--- config.mk ---
export PLATFORM = sky130hd
export DESIGN_NAME = llm_light_load_mgr
export DESIGN_NICKNAME = d
export VERILOG_FILES = /design/src/rtl/llm_pkg.sv /design/src/rtl/llm_width_sel.sv /design/src/rtl/llm_dcm_detect.sv /design/src/rtl/llm_sr_arm.sv /design/src/rtl/llm_light_load_mgr.sv
export SDC_FILE = /design/constraint.sdc
export NUM_CORES = 1
export LEC_CHECK = 0
export ABC_AREA = 1
export BUFFER_PORTS_ARGS = -buffer_cell sky130_fd_sc_hd__buf_2
export CAP_MARGIN = 20
export CORE_ASPECT_RATIO = 0.75
export CORE_MARGIN = 3
export CORE_UTILIZATION = 38
export CTS_BUF_LIST = sky130_fd_sc_hd__clkbuf_4
export CTS_CLUSTER_SIZE = 28
export DETAILED_ROUTE_END_ITERATION = 8
export RECOVER_POWER = 25
export SYNTH_ARGS = -nofsm -noshare
export SYNTH_HDL_FRONTEND = slang
export SYNTH_SLANG_ARGS = --single-unit
--- constraint.sdc ---
create_clock -name clk -period 2.1 [get_ports clk]
set_input_delay 0.21 -clock clk [delete_from_list [all_inputs] [get_ports clk]]
set_output_delay 0.21 -clock clk [all_outputs]
set_load 0.005 [all_outputs]
--- src/rtl/llm_pkg.sv ---
package llm_pkg;

  typedef enum logic [1:0] {
    PH_RUN       = 2'd0,
    PH_BURST_ON  = 2'd1,
    PH_BURST_OFF = 2'd2
  } burst_phase_t;

  // Fraction of the full-scale code of a 'bits'-wide value, rounded down.
  function automatic int unsigned pct_of_full(input int unsigned bits, input int unsigned pct);
    return (((32'd1 << bits) - 32'd1) * pct) / 32'd100;
  endfunction

endpackage

--- src/rtl/llm_width_sel.sv ---
module llm_width_sel #(
  parameter int W            = 8,
  parameter int BURST_PULSES = 2,
  parameter int OFF_PERIODS  = 3
) (
  input  logic         clk,
  input  logic         rst_n,
  input  logic         strobe,
  input  logic         ilim_active,
  input  logic [W-1:0] req_width,
  input  logic [W-1:0] tmin_code,
  output logic [W-1:0] width_q,
  output logic         pulse_on
);
  import llm_pkg::*;

  localparam int CNT_MAX = (BURST_PULSES > OFF_PERIODS) ? BURST_PULSES : OFF_PERIODS;
  localparam int CW      = $clog2(CNT_MAX + 1);

  burst_phase_t  phase_q, phase_d;
  logic [CW-1:0] cnt_q, cnt_d;
  logic [W-1:0]  width_d;
  logic          fresh;

  function automatic logic [W-1:0] min_w(input logic [W-1:0] a, input logic [W-1:0] b);
    return (a < b) ? a : b;
  endfunction

  always_comb begin
    phase_d = phase_q;
    cnt_d   = cnt_q;
    width_d = width_q;
    fresh   = (phase_q == PH_RUN) ||
              ((phase_q == PH_BURST_OFF) && (cnt_q >= CW'(OFF_PERIODS)));
    if (strobe) begin
      if (fresh) begin
        if (ilim_active || (req_width >= tmin_code)) begin
          width_d = req_width;
          phase_d = PH_RUN;
          cnt_d   = '0;
        end else begin
          width_d = tmin_code;
          phase_d = PH_BURST_ON;
          cnt_d   = CW'(1);
        end
      end else if (phase_q == PH_BURST_ON) begin
        if (cnt_q < CW'(BURST_PULSES)) begin
          width_d = ilim_active ? min_w(req_width, tmin_code) : tmin_code;
          cnt_d   = cnt_q + CW'(1);
        end else begin
          width_d = '0;
          phase_d = PH_BURST_OFF;
          cnt_d   = CW'(1);
        end
      end else begin
        width_d = '0;
        cnt_d   = cnt_q + CW'(1);
      end
    end
  end

  always_ff @(posedge clk) begin
    if (!rst_n) begin
      phase_q <= PH_RUN;
      cnt_q   <= '0;
      width_q <= '0;
    end else begin
      phase_q <= phase_d;
      cnt_q   <= cnt_d;
      width_q <= width_d;
    end
  end

  assign pulse_on = |width_q;

  assert_min_width_R3: assert property (@(posedge clk) disable iff (!rst_n)
    (strobe && !ilim_active) |=> ((width_q == '0) || (width_q >= $past(tmin_code))));

  assert_even_group_R5: assert property (@(posedge clk) disable iff (!rst_n)
    ((phase_q == PH_BURST_OFF) && ($past(phase_q) == PH_BURST_ON)) |-> !$past(cnt_q[0]));

  assert_width_hold_R6: assert property (@(posedge clk) disable iff (!rst_n)
    !strobe |=> $stable(width_q));

endmodule

--- src/rtl/llm_dcm_detect.sv ---
module llm_dcm_detect #(
  parameter int C    = 8,
  parameter int HYST = 4
) (
  input  logic         clk,
  input  logic         rst_n,
  input  logic         strobe,
  input  logic [C-1:0] cs_code,
  input  logic [C-1:0] thr_code,
  output logic         dcm_q
);
  localparam logic [C-1:0] THR_LO = C'(llm_pkg::pct_of_full(C, 5));
  localparam logic [C-1:0] THR_HI = C'(llm_pkg::pct_of_full(C, 30));

  function automatic logic [C-1:0] clamp_thr(input logic [C-1:0] t);
    if (t < THR_LO)      return THR_LO;
    else if (t > THR_HI) return THR_HI;
    else                 return t;
  endfunction

  logic [C-1:0] thr_eff;
  logic [C:0]   exit_lvl;
  logic         dcm_d;

  assign thr_eff  = clamp_thr(thr_code);
  assign exit_lvl = {1'b0, thr_eff} + (C+1)'(HYST);

  always_comb begin
    dcm_d = dcm_q;
    if (strobe) begin
      if (dcm_q) dcm_d = ({1'b0, cs_code} < exit_lvl);
      else       dcm_d = (cs_code < thr_eff);
    end
  end

  always_ff @(posedge clk) begin
    if (!rst_n) dcm_q <= 1'b0;
    else        dcm_q <= dcm_d;
  end

  always_comb begin
    if (rst_n) begin
      assert_thr_range_R11: assert ((thr_eff >= THR_LO) && (thr_eff <= THR_HI));
    end
  end

  assert_hyst_hold_R10: assert property (@(posedge clk) disable iff (!rst_n)
    (strobe && dcm_q && ({1'b0, cs_code} < exit_lvl)) |=> dcm_q);

endmodule

--- src/rtl/llm_sr_arm.sv ---
module llm_sr_arm #(
  parameter int ARM_PULSES = 2
) (
  input  logic clk,
  input  logic rst_n,
  input  logic strobe,
  input  logic startup,
  input  logic pulse_on,
  output logic armed
);
  localparam int AW = $clog2(ARM_PULSES + 1);

  logic [AW-1:0] done_q;

  always_ff @(posedge clk) begin
    if (!rst_n || startup) begin
      done_q <= '0;
    end else if (strobe && pulse_on && (done_q < AW'(ARM_PULSES))) begin
      done_q <= done_q + AW'(1);
    end
  end

  assign armed = (done_q == AW'(ARM_PULSES));

  assert_arm_needs_pulse_R7: assert property (@(posedge clk) disable iff (!rst_n)
    $rose(armed) |-> ($past(strobe) && $past(pulse_on) && !$past(startup)));

endmodule

--- src/rtl/llm_light_load_mgr.sv ---
module llm_light_load_mgr #(
  parameter int W            = 8,
  parameter int C            = 8,
  parameter int NGATE        = 4,
  parameter int BURST_PULSES = 2,
  parameter int OFF_PERIODS  = 3,
  parameter int HYST         = 4,
  parameter int ARM_PULSES   = 2
) (
  input  logic             clk,
  input  logic             rst_n,
  input  logic             period_strobe,
  input  logic             startup,
  input  logic             ilim_active,
  input  logic [W-1:0]     req_width,
  input  logic [W-1:0]     tmin_code,
  input  logic [C-1:0]     cs_code,
  input  logic [C-1:0]     dcm_thr,
  output logic [NGATE-1:0] gate_mask,
  output logic [W-1:0]     pulse_width,
  output logic             sr_en
);
  logic pulse_on;
  logic dcm_active;
  logic armed;

  llm_width_sel #(
    .W(W), .BURST_PULSES(BURST_PULSES), .OFF_PERIODS(OFF_PERIODS)
  ) u_width_sel (
    .clk(clk), .rst_n(rst_n), .strobe(period_strobe), .ilim_active(ilim_active),
    .req_width(req_width), .tmin_code(tmin_code),
    .width_q(pulse_width), .pulse_on(pulse_on)
  );

  llm_dcm_detect #(.C(C), .HYST(HYST)) u_dcm (
    .clk(clk), .rst_n(rst_n), .strobe(period_strobe),
    .cs_code(cs_code), .thr_code(dcm_thr), .dcm_q(dcm_active)
  );

  llm_sr_arm #(.ARM_PULSES(ARM_PULSES)) u_arm (
    .clk(clk), .rst_n(rst_n), .strobe(period_strobe), .startup(startup),
    .pulse_on(pulse_on), .armed(armed)
  );

  for (genvar g = 0; g < NGATE; g++) begin : g_mask
    assign gate_mask[g] = pulse_on;
  end

  assign sr_en = armed & ~dcm_active;

  assert_startup_clear_R8: assert property (@(posedge clk) disable iff (!rst_n)
    startup |=> !sr_en);

  assert_sr_rise_boundary_R9: assert property (@(posedge clk) disable iff (!rst_n)
    $rose(sr_en) |-> $past(period_strobe));

  assert_mask_hold_R6: assert property (@(posedge clk) disable iff (!rst_n)
    !period_strobe |=> $stable(gate_mask));

endmodule

[After elaboration in Yosys (flattened, before gate mapping)]
Cells that the tools add are included.
Storage, ports and cells
  output and inout bits: 13
  ROM bits: 0
  latch bits: 0
  RAM bits: 0
  register bits after elaboration: 15
  memories kept: 0
Operators by class
  div/mod/pow operators: 0
  bitwise logic cells: 2
  multiplexer cells: 16
  equal/unequal tests: 4
  $add $sub $neg: 3
  reductions and logical operators: 11
  $mul: 0
  shift operators: 0
  magnitude comparators: 9
Operators by type and width (count)
  two-way mux 8 bit: 8
  less-than comparator 8 bit: 2
  two-way mux 2 bit: 6
  adder 8 x 3 -> 9 bit (second input constant): 1
  less-than comparator 8 x 9 -> 1 bit: 1
  greater-or-equal comparator 8 bit: 1
  > comparator 8 x 7 -> 1 bit (second input constant): 1
  less-than comparator 8 x 4 -> 1 bit (second input constant): 1
  OR reduction 8 bit: 1
  adder 2 x 1 -> 2 bit (second input constant): 2
  == test 2 bit (second input constant): 2
  less-than comparator 2 bit (second input constant): 2
  logical AND 1 bit: 3
  logical OR 1 bit: 3
  AND reduction 3 bit: 1
  == test 2 x 1 -> 1 bit (second input constant): 1
  greater-or-equal comparator 2 bit (second input constant): 1
  logical NOT 2 bit: 1
  two-way mux 1 bit: 2
  inequality test 2 x 1 -> 1 bit (second input constant): 1
  nonzero test 2 bit: 1
  AND 1 bit: 1
  logical NOT 1 bit: 1
  inverter 1 bit: 1

[Depth between registers and ports, before layout]
Gate-level depths: netlist of the first run.
  depth in word-level cells: 6
  depth in mapped cells: 18

[Hierarchy]
Synthesis of the first run repeated with hierarchy kept, for this count alone.
Unflattened totals
  cell total of the unflattened synthesis: 256
  area total of the unflattened synthesis: 1660.3 um^2
Modules (own cells, without submodules)
  llm_width_sel: seq. area each 240.2 um^2, instances 1, area each 968.4 um^2, cells each 147
  llm_dcm_detect: seq. area each 20.0 um^2, instances 1, area each 548.0 um^2, cells each 88
  llm_sr_arm: seq. area each 40.0 um^2, instances 1, area each 103.8 um^2, cells each 15
  llm_light_load_mgr: seq. area each 0.0 um^2, instances 1, area each 40.0 um^2, cells each 6

[Least setup slack after synthesis of the first run]
OpenSTA, ideal clock, no wires.
  kind: input to register
  start: input port dcm_thr[7]
  end: register u_dcm.dcm_q
  arrival: 2.037 ns
  slack: -0.052 ns
  setup time: 0.116 ns
  cell stages on the path: 16
  cell sequence: nor3_1 -> nand2_1 -> nand2_2 -> inv_2 -> nor2_1 -> inv_1 -> ha_1 -> xor2_1 -> ha_1 -> inv_1 -> o31ai_1 -> nand2_1 -> nand3_1 -> nand3_1 -> nand2_1 -> a21oi_1
Between the ends
  longest elaborated chain between the ends: 6
  elaborated cells on any way between the ends: 8
RTL lines
  start: declaration: line llm_light_load_mgr.sv:18  | input logic [C-1:0] dcm_thr,
  > comparator 8 x 7 -> 1 bit: line llm_dcm_detect.sv:17  | else if (t > THR_HI) return THR_HI;
  two-way mux 8 bit: line llm_dcm_detect.sv:17
  two-way mux 8 bit (*): line llm_dcm_detect.sv:16  | if (t < THR_LO) return THR_LO;
  adder 8 x 3 -> 9 bit: line llm_dcm_detect.sv:26  | assign exit_lvl = {1'b0, thr_eff} + (C+1)'(HYST);
  less-than comparator 8 x 9 -> 1 bit: line llm_dcm_detect.sv:31  | if (dcm_q) dcm_d = ({1'b0, cs_code} < exit_lvl);
  two-way mux 1 bit (*): line llm_dcm_detect.sv:31
  end signal: assignment: line llm_dcm_detect.sv:38  | else dcm_q <= dcm_d;
  end: declaration: line llm_dcm_detect.sv:10  | output logic dcm_q
Every way passes the cells marked *; elsewhere a longest branch is shown, timed or not.
A chain may end at the register's enable or synchronous reset.

[Worst setup path after layout of the first run]
Same ends and word-level chain as after synthesis.

==> results of run 1 <==
[worst paths after layout]
kind | from | to | slack [ps]
max | dcm_thr[7] | u_dcm.dcm_q | 180
min | startup | u_arm.done_q[1] | 160
max reg2reg | u_width_sel.cnt_q[0] | u_width_sel.width_q[4] | 640
min reg2reg | u_arm.done_q[1] | u_arm.done_q[1] | 480
[cells in the final DEF (no fill, tap or decap), types with 3 or more instances in the layout]
master	synthesis	routed
nand2_1	51	51
buf_2	0	48
inv_1	46	46
nand3_1	32	32
nor2_1	32	30
ha_1	26	26
a21oi_1	17	17
nand4_1	16	16
dfxtp_1	15	15
buf_4	5	12
nor2_2	3	5
inv_2	4	4
o21ai_0	4	4
clkbuf_4	0	4
nand2_2	3	3
[power groups by stage]
stage	registers [uW]	clock network (uW)	logic [uW]
after floorplan	330	0	299
after global placement	331	0	406
after detailed placement	332	0	412
after CTS	325	187	414
after global routing	328	205	480
final	325	180	416
[logic make-up after synthesis]
group,count (synthesis),synth area share
other,1,0.00204
buffers and inverters,63,0.164
AND/OR/NAND/NOR,149,0.387
XOR/XNOR,2,0.00954
AO/OA/AOI/OAI,29,0.0967
flip-flops,15,0.163
adder cells (fa/ha/maj),26,0.177
[registers in the layout, summed over array words and instances (netlist names)]
name                 cells
u_width_sel.phase_q      2
u_dcm.dcm_q              1
u_width_sel.width_q      8
u_width_sel.cnt_q        2
u_arm.done_q             2
[cells in the mapped netlist, types with 2 or more instances]
master	number
nand2_1	51
o21ai_2	2
nor4_1	2
buf_4	5
xor2_1	2
nand2_2	3
dfxtp_1	15
or2_2	2
nor2_1	32
a21oi_1	17
o21ai_0	4
nand3_1	32
nand4_1	16
ha_1	26
nor3_1	2
buf_8	2
nor2_2	3
inv_2	4
inv_1	46
[worst max-delay path, cell delays in order]
cell	delay, ps
buf_2	110
nor3_1	170
nand2_1	90
nand2_2	70
inv_2	40
nor2_2	90
inv_1	70
ha_1	200
xor2_1	160
ha_1	290
a21oi_1	190
o31ai_2	90
nand2_1	60
nand3_1	70
nand3_1	70
nand2_1	50
a21oi_1	110
[area by class of cell]
cell class | count | area [um^2]
clock buffers | 4 | 30.0
fillers | 497 | 2390
repair buffers | 61 | 334
inverters | 52 | 196
well taps | 57 | 71.3
flip-flops and latches | 15 | 300
multi-input cells | 208 | 1250
[per-layer routing]
layer,vias up,GRT usage,share of wire
li1,1035,-,-
met1,835,0.214,0.51
met2,42,0.269,0.44
met3,4,0.0311,0.043
met4,0,0.0409,0.0081
met5,-,0,0
[stage by stage]
stage               total power, uW   util  setup WS, ps  area, um^2  hold slack, ps
finish                          920  0.478           179        2190             157
global route                   1010  0.478          32.0        2190             149
CTS                             926  0.476           171        2180             152
detailed placement              744  0.470          -134        2150             464
global placement                737  0.470         -83.3        2150             464
floorplan                       629      -          1.02        1850             333
==> results.sh, run 1 <==
export IMPL_final_cells=397
export IMPL_drt_initial_drc_count=58
export IMPL_cp_data_required_time_ps=2320
export IMPL_status="complete, no violations"
export IMPL_leakage_uw=0.00120
export IMPL_synth_ff_type="dfxtp_1"
export IMPL_grt_ovfl_total=0
export IMPL_routabilityCongestion=0.872
export IMPL_via_count=1916
export IMPL_chipHeight_um=66.2
export IMPL_viasPerCell=4.83
export IMPL_p_comb_frac=0.452
export IMPL_clk_pin_slew_ps=90
export IMPL_drt_pre_antenna_iters=4
export IMPL_post_dp_hpwl_um=3590
export IMPL_numCtsBuffers=3
export IMPL_final_layout_size_suffix_gt1_frac=0.262
export IMPL_yosysUniqueCellTypes=38
export IMPL_synth_edff_count=0
export IMPL_seq_area_frac_synth=0.163
export IMPL_ctsResizeCount=0
export IMPL_die_w_um=86.3
export IMPL_p_clk_frac=0.196
export IMPL_hold_buffers=0
export IMPL_finalSetupViolCount=0
export IMPL_routedWlPerCell_um=11.2
export IMPL_clock_latency_ps=290
export IMPL_vdd_drop_max_mv=0.269
export IMPL_cts_tree="done"
export IMPL_power_switching_uw=353
export IMPL_clock_fmax_mhz=521
export IMPL_report_final_slew_viol_count=0
export IMPL_yosys_warnings=0
export IMPL_p_per_area_mw_per_mm2=421
export IMPL_track_usage=0.162
export IMPL_cts_buffer_depth=2
export IMPL_cts_sink_count=15
export IMPL_final_nets=404
export IMPL_post_cts_setup_buffers=0
export IMPL_fin_crit_ps=1920
export IMPL_r2r_cells=7
export IMPL_num_io_pins=50
export IMPL_fin_skew_ps=2.17
export IMPL_initial_core_util=0.402
export IMPL_core_mm2=0.00457
export IMPL_p_seq_frac=0.353
export IMPL_finalHoldViolations=0
export IMPL_synth_avg_cell_area_um2=6.44
export IMPL_whs_path_depth=3
export IMPL_grt_max_degree=23
export IMPL_fin_crit_sh=0.915
export IMPL_setup_tns_ps=0
export IMPL_syn_area_mm2=0.00184
export IMPL_grt_pass1_vias=1797
export IMPL_htreeDepth=1
export IMPL_rows=21
export IMPL_p_int_uw=568
export IMPL_crit_fanout=2
export IMPL_dieArea_mm2=0.00571
export IMPL_syn2layout_area_growth_pct=19.0
export IMPL_root_buffer="clkbuf_4"
export IMPL_rsz0062_at_grt="false"
export IMPL_drt_wl_total_um=4450
export IMPL_post_synth_top_area_fraction=0.177
export IMPL_cp_end_kind="flip-flop"
export IMPL_yosysTopAreaCell="ha_1"
export IMPL_drc=0
export IMPL_async_flop_share=0
export IMPL_postRouteAntennaNets=0
export IMPL_worstSetupPathType="primary input to flip-flop"
export IMPL_port_buffers=49
export IMPL_yosys_top_cells_area="ha_1, dfxtp_1, nand2_1"
export IMPL_ys_ff_latch=15
export IMPL_diodes=0
export IMPL_maxCapViolations=0
export IMPL_dp_cells=393
export IMPL_antenna_found_initial=0
export IMPL_p_sw_frac=0.383
export IMPL_arrival_ps=2140
export IMPL_synth_cells=285
export IMPL_min_path_type="primary input to flip-flop"
export IMPL_start_kind="primary input"
export IMPL_grt_pass1_wl_um=7690
Note: power is estimated with default switching activity, not from simulation.
==> run 2: changes to the inputs <==
Settings changed: GPL_TIMING_DRIVEN set to 0.
==> results.sh, run 2 (synthesis results as in run 1) <==
export IMPL_post_dp_hpwl_um=3720
export IMPL_viasPerCell=4.94
export IMPL_cp_data_required_time_ps=2300
export IMPL_fin_skew_ps=10.7
export IMPL_min_path_type="primary input to flip-flop"
export IMPL_cpMostUsedCell="nand2_1"
export IMPL_postRouteAntennaNets=0
export IMPL_dieArea_mm2=0.00571
export IMPL_regMostFlops="u_width_sel.width_q"
export IMPL_whs_ps=154
export IMPL_status="complete, no violations"
export IMPL_cp_end_kind="flip-flop"
export IMPL_drt_initial_drc_count=83
export IMPL_maxCapViolations=0
export IMPL_cp_slowest_cell="ha_1"
export IMPL_p_per_area_mw_per_mm2=424
export IMPL_critPathMaxStageDelay_ps=330
export IMPL_cts_sink_count=15
export IMPL_core_mm2=0.00457
export IMPL_arrival_ps=2180
export IMPL_grt_pass1_wl_um=7690
export IMPL_die_w_um=86.3
export IMPL_via_count=1965
export IMPL_leakage_uw=0.00121
export IMPL_start_kind="primary input"
export IMPL_clock_fmax_mhz=505
export IMPL_path_delay_family="simple AND/OR/NAND/NOR gates"
export IMPL_fin_crit_sh=0.943
export IMPL_crit_fanout=5
export IMPL_routedWlPerCell_um=11.7
export IMPL_finalHoldViolations=0
export IMPL_layout_common_cells="nand2_1, buf_2, inv_1, nand3_1, nor2_1"
export IMPL_grt_max_degree=11
export IMPL_clock_latency_ps=290
export IMPL_p_sw_frac=0.386
export IMPL_antenna_found_initial=0
export IMPL_p_int_uw=589
export IMPL_initial_core_util=0.402
export IMPL_diodes=0
export IMPL_drt_wl_total_um=4660
export IMPL_cts_buffer_depth=2
export IMPL_clk_pin_slew_ps=100
export IMPL_final_nets=405
export IMPL_fin_crit_ps=1980
export IMPL_p_clk_frac=0.191
export IMPL_worst_path_buf_inv=4
export IMPL_p_total_uw=959
export IMPL_numCtsBuffers=3
export IMPL_path_cells="buf_2, nor3_2, nand2_1, nand2_2, inv_4, nor2_4, inv_2, ha_4, xor2_1, ha_1, inv_2, o31ai_2, nand2_1, nand3_1, nand3_1, nand2_1, a21oi_1"
export IMPL_cts_tree="done"
export IMPL_grt_pass1_vias=1820
export IMPL_htreeDepth=1
export IMPL_routabilityCongestion=0.816
export IMPL_drc=0
export IMPL_syn2layout_area_growth_pct=23.2
export IMPL_largest_register_ffs=8
export IMPL_final_layout_size_suffix_gt1_frac=0.273
export IMPL_port_buffers=48
export IMPL_track_usage=0.164
export IMPL_report_final_slew_viol_count=0
export IMPL_grt_ovfl_total=0
export IMPL_post_route_util=0.495
export IMPL_vdd_drop_max_mv=0.232
export IMPL_chipHeight_um=66.2
export IMPL_drt_pre_antenna_iters=4
export IMPL_p_seq_frac=0.338
export IMPL_power_switching_uw=370
export IMPL_worstSetupPathType="primary input to flip-flop"
export IMPL_p_comb_frac=0.470
export IMPL_finalSetupViolCount=0
export IMPL_num_io_pins=50
export IMPL_final_common_cell="nand2_1"
export IMPL_root_buffer="clkbuf_4"
export IMPL_rows=21
run 2: changes by cell type in the layout (fill, tap and decap cells not counted), moves of 2 or more:
cell / previous run / this run
nor2_2: 5 / 2
clkbuf_1: 1 / 4
buf_8: 0 / 2
inv_1: 46 / 44
buf_4: 12 / 8
nor2_4: 1 / 4
buf_2: 48 / 45
run 2: per-stage QoR:
stage | setup WS (ps) | cell area (um^2) | std cells | setup TNS, ps
2_1_floorplan | 1.02 | 1850 | 286 | 0
3_3_place_gp | -315 | 2160 | 391 | -315
3_5_place_dp | -312 | 2160 | 391 | -312
4_1_cts | 3.20 | 2190 | 395 | 0
5_1_grt | -62.8 | 2260 | 398 | -62.8
6_report | 120 | 2260 | 398 | 0
run 2: power by group through the flow:
stage | Combinational [uW] | Sequential [uW] | Clock [uW]
after floorplan | 299 | 330 | 0
after global placement | 423 | 331 | 0
after detailed placement | 429 | 331 | 0
after CTS | 431 | 325 | 190
after global routing | 516 | 328 | 199
final | 451 | 325 | 183
run 2: layout make-up:
type	instances	area [um^2]
Timing Repair Buffer	51	259
Fill cell	492	2310
Clock buffer	4	30.0
Sequential cell	15	300
Multi-Input combinational cell	208	1300
Buffer	11	105
Inverter	52	199
Tap cell	57	71.3
run 2: path summary, 6_finish.rpt:
path / startpoint / end / slack [ps] / depth (start not counted)
setup / recovery: dcm_thr[7] / u_dcm.dcm_q / 120 / 17
hold / removal: startup / u_arm.done_q[1] / 150 / 3
setup reg to reg: u_width_sel.cnt_q[0] / u_width_sel.width_q[1] / 590 / 7
hold reg to reg: u_width_sel.phase_q[0] / u_width_sel.phase_q[0] / 480 / 2
run 2: worst register-to-register path, cell delays in order, from the launching register on:
cell,delay (ps)
dfxtp_1,350
ha_1,210
o21ai_2,280
clkinv_2,210
nand3_1,130
nand3_1,110
nand2_1,70
inv_1,30
run 2: metal layers:
| layer | global-route usage | wire length [um] |
|---|---|---|
| met2 | 0.281 | 2100 |
| met4 | 0.0233 | 0 |
| met3 | 0.0349 | 243 |
| met1 | 0.216 | 2310 |
| met5 | 0 | 0 |
run 2: repair_timing:
| item | 4_1_cts | 5_1_grt |
|---|---|---|
| endpoints found under the setup margin | 0 | 1 |
| hold buffers | 0 | 0 |
| setup buffers | 0 | 3 |
| gates resized for setup | 0 | 14 |
==> run 3: changes to the inputs <==
Settings changed: BUFFER_PORTS_ARGS -buffer_cell sky130_fd_sc_hd__buf_2 to not set, CORE_ASPECT_RATIO 0.75 to not set, DONT_BUFFER_PORTS set to 1.
==> results.sh, run 3 (synthesis results as in run 1) <==
export IMPL_dp_cells=338
export IMPL_min_from="rst_n"
export IMPL_clock_fmax_mhz=512
export IMPL_p_per_area_mw_per_mm2=446
export IMPL_crit_start="dcm_thr[3]"
export IMPL_clk_pin_slew_ps=90
export IMPL_p_total_uw=875
export IMPL_finalHoldViolations=0
export IMPL_layout_area_seq_um2=300
export IMPL_fin_crit_ps=1950
export IMPL_crit_fanout=5
export IMPL_post_dp_hpwl_um=3490
export IMPL_grt_pass1_vias=1698
export IMPL_multiInputGateArea_mm2=0.00126
export IMPL_postRouteAntennaNets=0
export IMPL_port_buffers=0
export IMPL_final_nets=354
export IMPL_worstSetupPathType="primary input to flip-flop"
export IMPL_regMostFlops="u_width_sel.width_q"
export IMPL_clock_latency_ps=280
export IMPL_status="complete, no violations"
export IMPL_routabilityCongestion=0.815
export IMPL_cp_data_required_time_ps=2280
export IMPL_chipHeight_um=75.5
export IMPL_grt_pass1_wl_um=7070
export IMPL_drt_wl_total_um=4290
export IMPL_track_usage=0.157
export IMPL_root_buffer="clkbuf_4"
export IMPL_fin_crit_sh=0.931
export IMPL_drc=0
export IMPL_antenna_found_initial=0
export IMPL_layout_common_cells="nand2_1, inv_1, nand3_1, nor2_1, ha_1"
export IMPL_initial_core_util=0.408
export IMPL_htreeDepth=1
export IMPL_cts_sink_count=15
export IMPL_grt_max_degree=11
export IMPL_vdd_drop_max_mv=0.312
export IMPL_core_mm2=0.00450
export IMPL_syn2layout_area_growth_pct=6.74
export IMPL_drt_initial_drc_count=53
export IMPL_r2r_cells=7
export IMPL_dieArea_mm2=0.00570
export IMPL_diodes=0
export IMPL_die_w_um=75.5
export IMPL_arrival_ps=2140
export IMPL_leakage_uw=0.00101
export IMPL_routedWlPerCell_um=12.6
export IMPL_fill_cells=503
export IMPL_drt_pre_antenna_iters=4
export IMPL_largest_register_ffs=8
export IMPL_cp_end_kind="flip-flop"
export IMPL_num_io_pins=50
export IMPL_cts_tree="done"
export IMPL_setup_tns_ps=0
export IMPL_final_common_cell="nand2_1"
export IMPL_fin_skew_ps=3.70
export IMPL_viasPerCell=5.15
export IMPL_start_kind="primary input"
export IMPL_via_count=1761
export IMPL_numCtsBuffers=3
export IMPL_grt_ovfl_total=0
export IMPL_finalSetupViolCount=0
export IMPL_final_cells=342
export IMPL_r2r_start="u_width_sel.cnt_q[0]"
export IMPL_min_path_type="primary input to flip-flop"
export IMPL_rows=24
export IMPL_final_layout_size_suffix_gt1_frac=0.131
export IMPL_whs_path_depth=2
export IMPL_report_final_slew_viol_count=0
export IMPL_maxCapViolations=0
export IMPL_cts_buffer_depth=2
[run 3: cell count changes in the layout (fill, tap and decap cells not counted), sizes merged]
| cell | change |
|---|---|
| clkbuf | -3 |
| buf | -48 |
[run 3: per-stage QoR]
stage / hold WS, ps / setup WS, ps / utilization / cell area, um^2
final: 45.1 / 146 / 0.435 / 1960
after global routing: 32.6 / -3.30 / 0.435 / 1960
after CTS: 39.4 / 87.3 / 0.431 / 1940
after detailed placement: 351 / -214 / 0.424 / 1910
after global placement: 338 / -198 / 0.424 / 1910
after floorplan: 333 / 1.02 / - / 1850
[run 3: timing repair]
| item | in CTS | in global routing |
|---|---|---|
| resized for setup | 0 | 4 |
| endpoints found under the hold margin | 0 | 0 |
| setup buffers | 0 | 0 |
| hold buffers | 0 | 0 |
| setup endpoints to repair | 0 | 1 |
[run 3: final cells by class]
cell class / instances / area share
multi-input cells: 208 / 0.645
flip-flops and latches: 15 / 0.153
inverters: 52 / 0.100
plain buffers: 11 / 0.0536
well taps: 52 / 0.0332
clock buffers: 4 / 0.0153
[run 3: critical path: stages]
cell and delay (ps):
nand2_1 70, clkinv_1 60, nand2_1 60, nand2_1 50, nand2_2 110, inv_2 80
nor2_4 120, inv_1 90, ha_1 220, xor2_1 170, ha_1 290, inv_1 70
o31ai_2 210, nand2_1 70, nand3_1 80, nand3_1 60, nand2_1 80, a21oi_1 40
[run 3: worst paths after layout]
kind | end | slack, ps
setup / recovery | u_dcm.dcm_q | 150
hold / removal | u_dcm.dcm_q | 50
setup reg to reg | u_width_sel.width_q[2] | 580
hold reg to reg | u_arm.done_q[1] | 480
[run 3: layer usage]
| layer | vias to the layer above | share of wire | global-route usage |
|---|---|---|---|
| li1 | 936 | - | - |
| met1 | 786 | 0.43 | 0.183 |
| met2 | 39 | 0.51 | 0.295 |
| met3 | 0 | 0.064 | 0.0475 |
| met4 | 0 | 0 | 0.00583 |
| met5 | - | 0 | 0 |
[run 3: where the power goes]
| group | internal (uW) | switching, uW | leakage, uW |
|---|---|---|---|
| clock network | 86.8 | 90.6 | 0.0000184 |
| registers | 307 | 21.9 | 0.000124 |
| logic | 150 | 218 | 0.000870 |
